**src/rtl/clk_cfg_pkg.sv**
```systemverilog
package clk_cfg_pkg;
  localparam int SYSDIV_W = 4;
  localparam int NSRC     = 6;

  localparam int B_BYP     = 3;
  localparam int B_PWD     = 4;
  localparam int B_DIV_LO  = 5;
  localparam int B_USE_DIV = 9;
  localparam int B_USE_PWM = 10;
  localparam int B_PWM_LO  = 11;
  localparam int B_ADC_ALT = 14;
  localparam int B_OVR     = 15;

  localparam logic [31:0] RUN_MASK = 32'h0000_7fff;
  localparam logic [31:0] OVR_MASK = 32'h0000_81ff;
  localparam logic [31:0] SLP_MASK = 32'h0000_01e7;
  localparam logic [31:0] RUN_RST  = 32'h0000_0019;
  localparam logic [31:0] OVR_RST  = 32'h0000_0019;
  localparam logic [31:0] SLP_RST  = 32'h0000_0001;

  typedef enum logic [2:0] {
    SEL_MOSC  = 3'd0,
    SEL_IOSC  = 3'd1,
    SEL_IOSC4 = 3'd2,
    SEL_SLOW  = 3'd3,
    SEL_RTC   = 3'd4,
    SEL_PLL   = 3'd5
  } sel_e;

  typedef struct packed {
    sel_e                sel;
    logic [SYSDIV_W-1:0] div;
    logic                pll_on;
    logic                use_pwm;
    logic [2:0]          pwm_enc;
    logic                adc_alt;
  } cfg_t;

  function automatic sel_e map_src(input logic [2:0] f);
    case (f)
      3'd0:    map_src = SEL_MOSC;
      3'd2:    map_src = SEL_IOSC4;
      3'd3:    map_src = SEL_SLOW;
      3'd4:    map_src = SEL_RTC;
      default: map_src = SEL_IOSC;
    endcase
  endfunction
endpackage

```
**src/rtl/tick_div.sv**
```systemverilog
module tick_div #(
  parameter int W = 7
) (
  input  logic         clk_i,
  input  logic         rst_ni,
  input  logic         clr_i,
  input  logic         tick_i,
  input  logic [W-1:0] ratio_i,
  output logic         tick_o
);
  logic [W-1:0] cnt_q;
  logic         last;

  // >= so that a shrinking ratio never strands the counter
  assign last = (ratio_i <= W'(1)) || (cnt_q >= ratio_i - W'(1));

  always_ff @(posedge clk_i or negedge rst_ni) begin
    if (!rst_ni) begin
      cnt_q  <= '0;
      tick_o <= 1'b0;
    end else if (clr_i) begin
      cnt_q  <= '0;
      tick_o <= 1'b0;
    end else if (tick_i) begin
      cnt_q  <= last ? '0 : cnt_q + W'(1);
      tick_o <= last;
    end else begin
      tick_o <= 1'b0;
    end
  end
endmodule

```
**src/rtl/clk_cfg_regs.sv**
```systemverilog
module clk_cfg_regs
  import clk_cfg_pkg::*;
(
  input  logic        clk_i,
  input  logic        rst_ni,
  input  logic        wr_en_i,
  input  logic [1:0]  addr_i,
  input  logic [31:0] wdata_i,
  input  logic        sleep_i,
  output logic [31:0] rdata_o,
  output cfg_t        cfg_o
);
  logic [31:0] run_q, ovr_q, slp_q;
  logic [2:0]          eff_src;
  logic                eff_byp, eff_pwd;
  logic [SYSDIV_W-1:0] eff_div;
  logic                use_div;

  always_ff @(posedge clk_i or negedge rst_ni) begin
    if (!rst_ni) begin
      run_q <= RUN_RST;
      ovr_q <= OVR_RST;
      slp_q <= SLP_RST;
    end else if (wr_en_i) begin
      case (addr_i)
        2'd0:    run_q <= wdata_i & RUN_MASK;
        2'd1:    ovr_q <= wdata_i & OVR_MASK;
        2'd2:    slp_q <= wdata_i & SLP_MASK;
        default: ;
      endcase
    end
  end

  always_comb begin
    case (addr_i)
      2'd0:    rdata_o = run_q;
      2'd1:    rdata_o = ovr_q;
      2'd2:    rdata_o = slp_q;
      default: rdata_o = '0;
    endcase
  end

  always_comb begin
    if (ovr_q[B_OVR]) begin
      eff_src = ovr_q[2:0];
      eff_byp = ovr_q[B_BYP];
      eff_pwd = ovr_q[B_PWD];
      eff_div = ovr_q[B_DIV_LO +: SYSDIV_W];
    end else begin
      eff_src = run_q[2:0];
      eff_byp = run_q[B_BYP];
      eff_pwd = run_q[B_PWD];
      eff_div = run_q[B_DIV_LO +: SYSDIV_W];
    end
    use_div = run_q[B_USE_DIV];

    cfg_o.pll_on  = !eff_pwd;
    cfg_o.use_pwm = run_q[B_USE_PWM];
    cfg_o.pwm_enc = run_q[B_PWM_LO +: 3];
    cfg_o.adc_alt = run_q[B_ADC_ALT];
    if (sleep_i) begin
      cfg_o.sel = map_src(slp_q[2:0]);
      cfg_o.div = use_div ? slp_q[B_DIV_LO +: SYSDIV_W] : '0;
    end else begin
      cfg_o.sel = (!eff_byp && !eff_pwd) ? SEL_PLL : map_src(eff_src);
      cfg_o.div = use_div ? eff_div : '0;
    end
  end
endmodule

```
**src/rtl/clk_sys_div.sv**
```systemverilog
module clk_sys_div
  import clk_cfg_pkg::*;
(
  input  logic                clk_i,
  input  logic                rst_ni,
  input  logic [NSRC-1:0]     src_tick_i,
  input  sel_e                req_sel_i,
  input  logic [SYSDIV_W-1:0] req_div_i,
  output logic                tick_o
);
  sel_e                act_sel_q;
  logic [SYSDIV_W-1:0] act_div_q, cnt_q;
  logic                sel_tick, wrap;

  assign sel_tick = src_tick_i[act_sel_q];
  assign wrap     = (cnt_q == act_div_q);

  // new selection is loaded only on the tick that closes a period
  always_ff @(posedge clk_i or negedge rst_ni) begin
    if (!rst_ni) begin
      act_sel_q <= SEL_IOSC;
      act_div_q <= '0;
      cnt_q     <= '0;
      tick_o    <= 1'b0;
    end else if (sel_tick) begin
      tick_o <= wrap;
      if (wrap) begin
        cnt_q     <= '0;
        act_sel_q <= req_sel_i;
        act_div_q <= req_div_i;
      end else begin
        cnt_q <= cnt_q + SYSDIV_W'(1);
      end
    end else begin
      tick_o <= 1'b0;
    end
  end
endmodule

```
**src/rtl/sysclk_cfg_ctrl.sv**
```systemverilog
module sysclk_cfg_ctrl
  import clk_cfg_pkg::*;
#(
  parameter int IOSC_PRE    = 4,
  parameter int ADC_DIV_PRI = 25,
  parameter int ADC_DIV_ALT = 50
) (
  input  logic        clk_i,
  input  logic        rst_ni,
  input  logic        wr_en_i,
  input  logic [1:0]  addr_i,
  input  logic [31:0] wdata_i,
  output logic [31:0] rdata_o,
  input  logic        sleep_i,
  input  logic        iosc_tick_i,
  input  logic        mosc_tick_i,
  input  logic        slow_tick_i,
  input  logic        rtc_tick_i,
  input  logic        pll_tick_i,
  output logic        sys_tick_o,
  output logic        pwm_tick_o,
  output logic        adc_tick_o
);
  localparam int PRE_W = $clog2(IOSC_PRE + 1);
  localparam int ADC_MAX = (ADC_DIV_PRI > ADC_DIV_ALT) ? ADC_DIV_PRI : ADC_DIV_ALT;
  localparam int ADC_W = $clog2(ADC_MAX + 1);
  localparam int PWM_W = 7;

  cfg_t            cfg;
  logic            iosc4_tick;
  logic [NSRC-1:0] src_tick;
  logic            pll_on;
  logic [2:0]      pwm_sh;
  logic [PWM_W-1:0] pwm_ratio;
  logic [ADC_W-1:0] adc_ratio;

  tick_div #(.W(PRE_W)) u_pre (
    .clk_i(clk_i), .rst_ni(rst_ni), .clr_i(1'b0), .tick_i(iosc_tick_i),
    .ratio_i(PRE_W'(IOSC_PRE)), .tick_o(iosc4_tick)
  );

  clk_cfg_regs u_regs (
    .clk_i(clk_i), .rst_ni(rst_ni), .wr_en_i(wr_en_i), .addr_i(addr_i),
    .wdata_i(wdata_i), .sleep_i(sleep_i), .rdata_o(rdata_o), .cfg_o(cfg)
  );

  assign src_tick = {pll_tick_i, rtc_tick_i, slow_tick_i, iosc4_tick, iosc_tick_i, mosc_tick_i};
  assign pll_on   = cfg.pll_on;

  clk_sys_div u_sys (
    .clk_i(clk_i), .rst_ni(rst_ni), .src_tick_i(src_tick),
    .req_sel_i(cfg.sel), .req_div_i(cfg.div), .tick_o(sys_tick_o)
  );

  assign pwm_sh    = (cfg.pwm_enc > 3'd5) ? 3'd5 : cfg.pwm_enc;
  assign pwm_ratio = cfg.use_pwm ? (PWM_W'(2) << pwm_sh) : PWM_W'(1);

  tick_div #(.W(PWM_W)) u_pwm (
    .clk_i(clk_i), .rst_ni(rst_ni), .clr_i(1'b0), .tick_i(sys_tick_o),
    .ratio_i(pwm_ratio), .tick_o(pwm_tick_o)
  );

  assign adc_ratio = cfg.adc_alt ? ADC_W'(ADC_DIV_ALT) : ADC_W'(ADC_DIV_PRI);

  tick_div #(.W(ADC_W)) u_adc (
    .clk_i(clk_i), .rst_ni(rst_ni), .clr_i(!pll_on), .tick_i(pll_tick_i),
    .ratio_i(adc_ratio), .tick_o(adc_tick_o)
  );
endmodule

```
**config.mk**
```make
export PLATFORM = sky130hd
export DESIGN_NAME = sysclk_cfg_ctrl
export DESIGN_NICKNAME = d
export VERILOG_FILES = /design/src/rtl/clk_cfg_pkg.sv /design/src/rtl/tick_div.sv /design/src/rtl/clk_cfg_regs.sv /design/src/rtl/clk_sys_div.sv /design/src/rtl/sysclk_cfg_ctrl.sv
export SDC_FILE = /design/constraint.sdc
export NUM_CORES = 1
export LEC_CHECK = 0
export BUFFER_PORTS_ARGS = -buffer_cell sky130_fd_sc_hd__buf_4
export CAP_MARGIN = 5
export CORE_MARGIN = 5
export CORE_UTILIZATION = 30
export DETAILED_ROUTE_END_ITERATION = 10
export PLACE_DENSITY = 0.47
export SYNTH_ARGS = -nofsm -noshare
export SYNTH_HDL_FRONTEND = slang
export SYNTH_SLANG_ARGS = --single-unit
```
**constraint.sdc**
```tcl
create_clock -name clk_i -period 5.5 [get_ports clk_i]
set_input_delay 0 -clock clk_i [delete_from_list [all_inputs] [get_ports clk_i]]
set_output_delay 0 -clock clk_i [all_outputs]
set_load 0.02 [all_outputs]
```
## Word-level counts from Yosys, hierarchy flattened

Cells that the tools add are included.

- Register bits: 63
- Latch bits: 0
- Bits in writable memories: 0
- Memory bits (read-only): 0
- Input port bits: 43
- Memories kept: 0

- $add $sub $neg: 6
- $mul: 0
- Divide/modulo/power cells: 0
- Magnitude comparators: 7
- Eq/ne operators: 9
- Shift-type cells: 1
- Muxes and demuxes: 27
- Bitwise logic cells: 0
- Reductions and logical operators: 13

Operators with widths:

| operator | number |
|---|---|
| one-hot mux 16 bit (3 select lines) | 1 |
| 2-to-1 mux 6 bit | 4 |
| one-hot mux 3 bit (4 select lines) | 2 |
| 2-to-1 mux 7 bit | 3 |
| 2-to-1 mux 4 bit | 4 |
| == test 3 x 2 -> 1 bit (second input constant) | 4 |
| 2-to-1 mux 3 bit | 4 |
| 2-to-1 mux 1 bit | 8 |
| AND reduction 2 bit | 4 |
| adder 7 x 1 -> 7 bit (second input constant) | 1 |
| greater-or-equal comparator 7 bit | 1 |
| less-or-equal comparator 7 x 1 -> 1 bit (second input constant) | 1 |
| << shifter 2 x 3 -> 7 bit (first input constant) | 1 |
| subtractor 7 x 1 -> 7 bit (second input constant) | 1 |
| adder 6 x 1 -> 6 bit (second input constant) | 1 |
| == test 3 bit (second input constant) | 2 |
| greater-or-equal comparator 6 bit | 1 |
| less-or-equal comparator 6 x 1 -> 1 bit (second input constant) | 1 |
| zero test 3 bit | 2 |
| subtractor 6 x 1 -> 6 bit (second input constant) | 1 |
| adder 4 x 1 -> 4 bit (second input constant) | 1 |
| == test 4 bit | 1 |
| less-than comparator 3 x 4 -> 1 bit (second input constant) | 1 |
| adder 3 x 1 -> 3 bit (second input constant) | 1 |
| other kinds (10) | 12 |

## Longest topological paths before layout

- Depth in word-level cells: 8
- Depth in mapped cells: 8
- Mapped depth without buffers: 8

## Hierarchy

Synthesis repeated with hierarchy kept, for this count alone.

- Cell total of the unflattened synthesis: 412
- Area, all modules: 4335.4 um2

By module, submodules not included:

| module | instances | cells an instance | area an instance (um2) | seq. area each (um2) |
|---|---|---|---|---|
| clk_cfg_regs | 1 | 167 | 1886.8 | 809.5 |
| tick_div (u_pwm) | 1 | 88 | 768.2 | 200.2 |
| tick_div (u_adc) | 1 | 65 | 625.6 | 175.2 |
| clk_sys_div | 1 | 47 | 624.3 | 301.5 |
| tick_div (u_pre) | 1 | 34 | 339.1 | 100.1 |
| sysclk_cfg_ctrl | 1 | 11 | 91.3 | 0.0 |

## Least setup slack after synthesis

No wires, ideal clock.

- Path kind: reg2reg
- Start: reg u_regs.run_q[12]
- End: reg u_pwm.cnt_q[2]
- Library setup time: 83 ps
- Arrival time: 1782 ps
- Data required time: 5417 ps
- Slack: 3636 ps
- Cell stages (with the launch flop): 7
- Path through: dfrtp_1 > o31ai_1 > ha_1 > a211o_1 > a2111oi_4 > o21ai_0 > o21ai_0

- Word-level cells in the longest chain between the ends: 8
- Elaborated cells on any way between the ends: 9
- Classes of those cells: 1 x add/sub; 3 x order compare; 1 x shift; 3 x mux; 1 x reduce/logical

Ends and longest elaborated chain:

| element | RTL line | source |
|---|---|---|
| start, declared | clk_cfg_regs.sv:13 | `logic [31:0] run_q, ovr_q, slp_q;` |
| start signal, assigned | clk_cfg_regs.sv:26 | `2'd0: run_q <= wdata_i & RUN_MASK;` |
| greater-than comparator 3 bit | sysclk_cfg_ctrl.sv:55 | `assign pwm_sh = (cfg.pwm_enc > 3'd5) ? 3'd5 : cfg.pwm_enc;` |
| 2-to-1 mux 3 bit (*) | sysclk_cfg_ctrl.sv:55 |  |
| << shifter 2 x 3 -> 7 bit (*) | sysclk_cfg_ctrl.sv:56 | `assign pwm_ratio = cfg.use_pwm ? (PWM_W'(2) << pwm_sh) : PWM_W'(1);` |
| 2-to-1 mux 7 bit (*) | sysclk_cfg_ctrl.sv:56 |  |
| subtractor 7 x 1 -> 7 bit | tick_div.sv:15 | `assign last = (ratio_i <= W'(1)) \|\| (cnt_q >= ratio_i - W'(1));` |
| greater-or-equal comparator 7 bit | tick_div.sv:15 |  |
| logical OR 1 bit (*) | tick_div.sv:15 |  |
| 2-to-1 mux 7 bit (*) | tick_div.sv:25 | `cnt_q <= last ? '0 : cnt_q + W'(1);` |
| end signal, assigned | tick_div.sv:25 |  |
| end, declared | tick_div.sv:11 | `logic [W-1:0] cnt_q;` |

Every way passes the cells marked *; elsewhere a longest branch is shown, timed or not.
A chain may end at the register's enable or synchronous reset.

## Worst setup path after layout

- Start: reg u_regs.run_q[12]
- End: reg u_pwm.cnt_q[6]

The elaborated chain is that of the path after synthesis.

==> flow_summary.json <==
{
  "finalSetupTns_ns": 0,
  "numPortBuffers": 45,
  "status": "completed",
  "clock-root-buffer": "clkbuf_16",
  "worst_hold_slack_ns": 0.118,
  "drt-initial-drc-count": 103,
  "synth_cell_types": 45,
  "first_global_vias": 2608,
  "place_area_sq_um": 3910,
  "tightest_slew_ns": 0.831,
  "p_int_mw": 1.19,
  "num_rows": 39,
  "r2r_slack_ns": 3.42,
  "htree_levels": 3,
  "synthArstFlopShare_pct": 100,
  "hp-start": "sleep_i",
  "cts_buffers": 9,
  "pwr-share-seq_pct": 40.7,
  "nNetsFinal": 459,
  "layout_commonest_cell": "dfrtp_1",
  "timing.final.max_slew_violations": 0,
  "p_sw_share_pct": 32.6,
  "fin_crit_sh_pct": 37.8,
  "fin_ws_ns": 3.42,
  "clkTransAtPathRegs_ns": 0.05,
  "routedWlPerCell_um": 14.5,
  "holdPathStages": 4,
  "rsz0062_at_grt": "false",
  "p_sw_uw": 578,
  "fin_crit_ns": 2.08,
  "place_hpwl_um": 5650,
  "synth_ff_type": "dfrtp_1",
  "fp.dieH_um": 118,
  "ir_drop_v": 0.000191,
  "hold_class": "in -> reg",
  "dp_cells": 514,
  "cp_slowest_cell": "a2111oi_4",
  "overflow": 0,
  "grt_pass1_wl_um": 13300,
  "dr.pass1.iters": 4,
  "netlist_instances": 336,
  "core_sq_um": 11400,
  "final_antenna_net_count": 0,
  "syn_area_sq_um": 3500,
  "grt_max_degree": 64,
  "drive_gt1_share_pct": 25.4,
  "finalPower_mw": 1.77,
  "area_growth_pct": 25.2,
  "slew_headroom_pct": 44.6,
  "clkSinkCount": 63,
  "hold_viol": 0,
  "crit_path_cell_trace": "o31ai_1 > ha_1 > a211o_1 > a2111oi_4 > nor2b_2 > nor2_1",
  "crit_family": "compound AO/OA/AOI/OAI gates",
  "reg2reg_depth": 6,
  "viasPerCell": 4.65,
  "critical_path_class": "reg -> reg",
  "finalNonFillerCells": 549,
  "cp-end-kind": "flip-flop",
  "p_leak_nw": 2.01,
  "die_x_um": 118,
  "power_density_nw_per_um2": 404,
  "dpl_worst_slack_ns": 3.43,
  "clkLatencyLatePin_ns": 0.32,
  "die-area_sq_um": 13900,
  "grt_usage_pct": 11.8,
  "cp.required_ns": 5.75,
  "mostFrequentLayoutCells": "dfrtp_1, buf_4, nand2_1",
  "synth_area_per_cell_sq_um": 10.4,
  "fmax_mhz": 481,
  "reg2reg_from": "u_regs.run_q[12]",
  "pwr-share-clk_pct": 30.1,
  "cts_tree": "done",
  "antenna_found_initial": 0,
  "yosysWarningCount": 0,
  "ios": 78,
  "n_antenna_cell": 0,
  "design_area_sq_um": 4380,
  "skew_ns": 0.00918,
  "cp_num_buf_inv": 0,
  "setup_violations": 0,
  "drv_cap": 0,
  "cpPeakStageDelay_ns": 0.46,
  "ys_ff_latch": 63,
  "gp_congestion": 0.754,
  "critical_path.max_fanout": 6,
  "pwr-share-comb_pct": 29.2,
  "cts_resized": 0,
  "cp-start-kind": "flip-flop",
  "final_core_util_pct": 38.4,
  "cp_data_arrival_time_ns": 2.33,
  "start_util_pct": 30.7,
  "yosysSeqAreaShare_pct": 45.3,
  "routed_wl_um": 7950,
  "synth_edf_count": 0,
  "cts_max_path_buffers": 2,
  "r2r-end": "u_pwm.cnt_q[6]",
  "whs_endpoint": "u_sys.act_sel_q[1]",
  "dr_total_vias": 2552,
  "drc": 0
}
worst max-delay path by stage:
stage                     endpoint  cells after the start        startpoint  slack (ns)
floorplan           u_pwm.cnt_q[2]                      6  u_regs.run_q[12]        3.64
global placement    u_pwm.cnt_q[6]                      6  u_regs.run_q[12]        3.40
detailed placement  u_pwm.cnt_q[2]                      6  u_regs.run_q[12]        3.43
CTS                 u_pwm.cnt_q[5]                      6  u_regs.run_q[12]        3.40
global route        u_pwm.cnt_q[2]                      6  u_regs.run_q[12]        3.25
finish              u_pwm.cnt_q[6]                      6  u_regs.run_q[12]        3.42
power by group through the flow:
stage | Sequential [mW] | Clock, mW | Combinational (mW)
after floorplan | 0.688 | 0 | 0.416
after global placement | 0.726 | 0 | 0.501
after detailed placement | 0.730 | 0 | 0.517
after CTS | 0.723 | 0.548 | 0.529
after global routing | 0.743 | 0.569 | 0.590
final | 0.721 | 0.533 | 0.518
timing repair:
item / CTS / global route
hold endpoints to repair: 92 / 0
buffers inserted: 0 / 0
hold buffers: 19 / 0
worst reg2reg max path, stage by stage (launching register included):
cell and delay [ns]:
dfrtp_1 0.42, o31ai_1 0.29, ha_1 0.28, a211o_1 0.29
a2111oi_4 0.46, nor2b_2 0.14, nor2_1 0.13
registers in the layout (all words and copies together) (netlist names):
signal / cells
u_pwm.cnt_q: 7
u_sys.act_div_q: 4
u_adc.cnt_q: 6
u_sys.cnt_q: 4
u_adc.tick_o: 1
u_sys.tick_o: 1
u_sys.act_sel_q: 3
u_regs.ovr_q: 10
u_pre.tick_o: 1
u_pre.cnt_q: 3
u_pwm.tick_o: 1
u_regs.run_q: 15
u_regs.slp_q: 7
cells in the mapped netlist (3+ instances only):
library cell / n / share of area [%]
ha_1: 15 / 5.4
mux2i_1: 14 / 4.0
xnor2_1: 6 / 1.5
nor2b_1: 4 / 0.71
nand2b_1: 4 / 0.71
nand4_1: 4 / 0.71
a21o_1: 5 / 1.1
nor2_1: 20 / 2.1
mux2_2: 30 / 9.6
nand3_1: 8 / 1.1
clkbuf_1: 3 / 0.32
nor3b_1: 3 / 0.64
a21oi_1: 6 / 0.86
inv_1: 12 / 1.3
and2_1: 7 / 1.3
nor3_1: 5 / 0.71
dfstp_2: 8 / 6.0
o2111ai_1: 4 / 1.0
dfrtp_1: 55 / 39
buf_2: 5 / 0.71
buf_4: 17 / 3.6
a211oi_1: 3 / 0.64
o21ai_0: 31 / 4.4
xor2_1: 3 / 0.75
nand2_1: 37 / 4.0
layer usage:
| metal | track usage [%] | part of all wire (%) | vias up |
|---|---|---|---|
| li1 | - | - | 1285 |
| met3 | 3.65 | 3.7 | 5 |
| met4 | 2.58 | 0.93 | 0 |
| met2 | 19.3 | 48 | 41 |
| met1 | 15.4 | 47 | 1221 |
| met5 | 0 | 0 | - |
logic make-up after synthesis:
family	after synthesis	share of synthesized area (%)
mux	47	15.2
other cells	2	0.215
compound gates	62	11.8
simple gates	100	13.9
fa+ha+maj	15	5.36
xor+xnor	9	2.25
buf+inv	38	6.08
flops	63	45.3
area by class of cell:
| cell class | instances | area [sq um] |
|---|---|---|
| clock buffers | 15 | 278 |
| clock inverters | 1 | 5.00 |
| fillers | 1167 | 7040 |
| inverters | 13 | 48.8 |
| multi-input cells | 250 | 1760 |
| flip-flops and latches | 63 | 1590 |
| well taps | 143 | 179 |
| repair buffers | 64 | 528 |
Note: power is estimated with default switching activity, not from simulation.
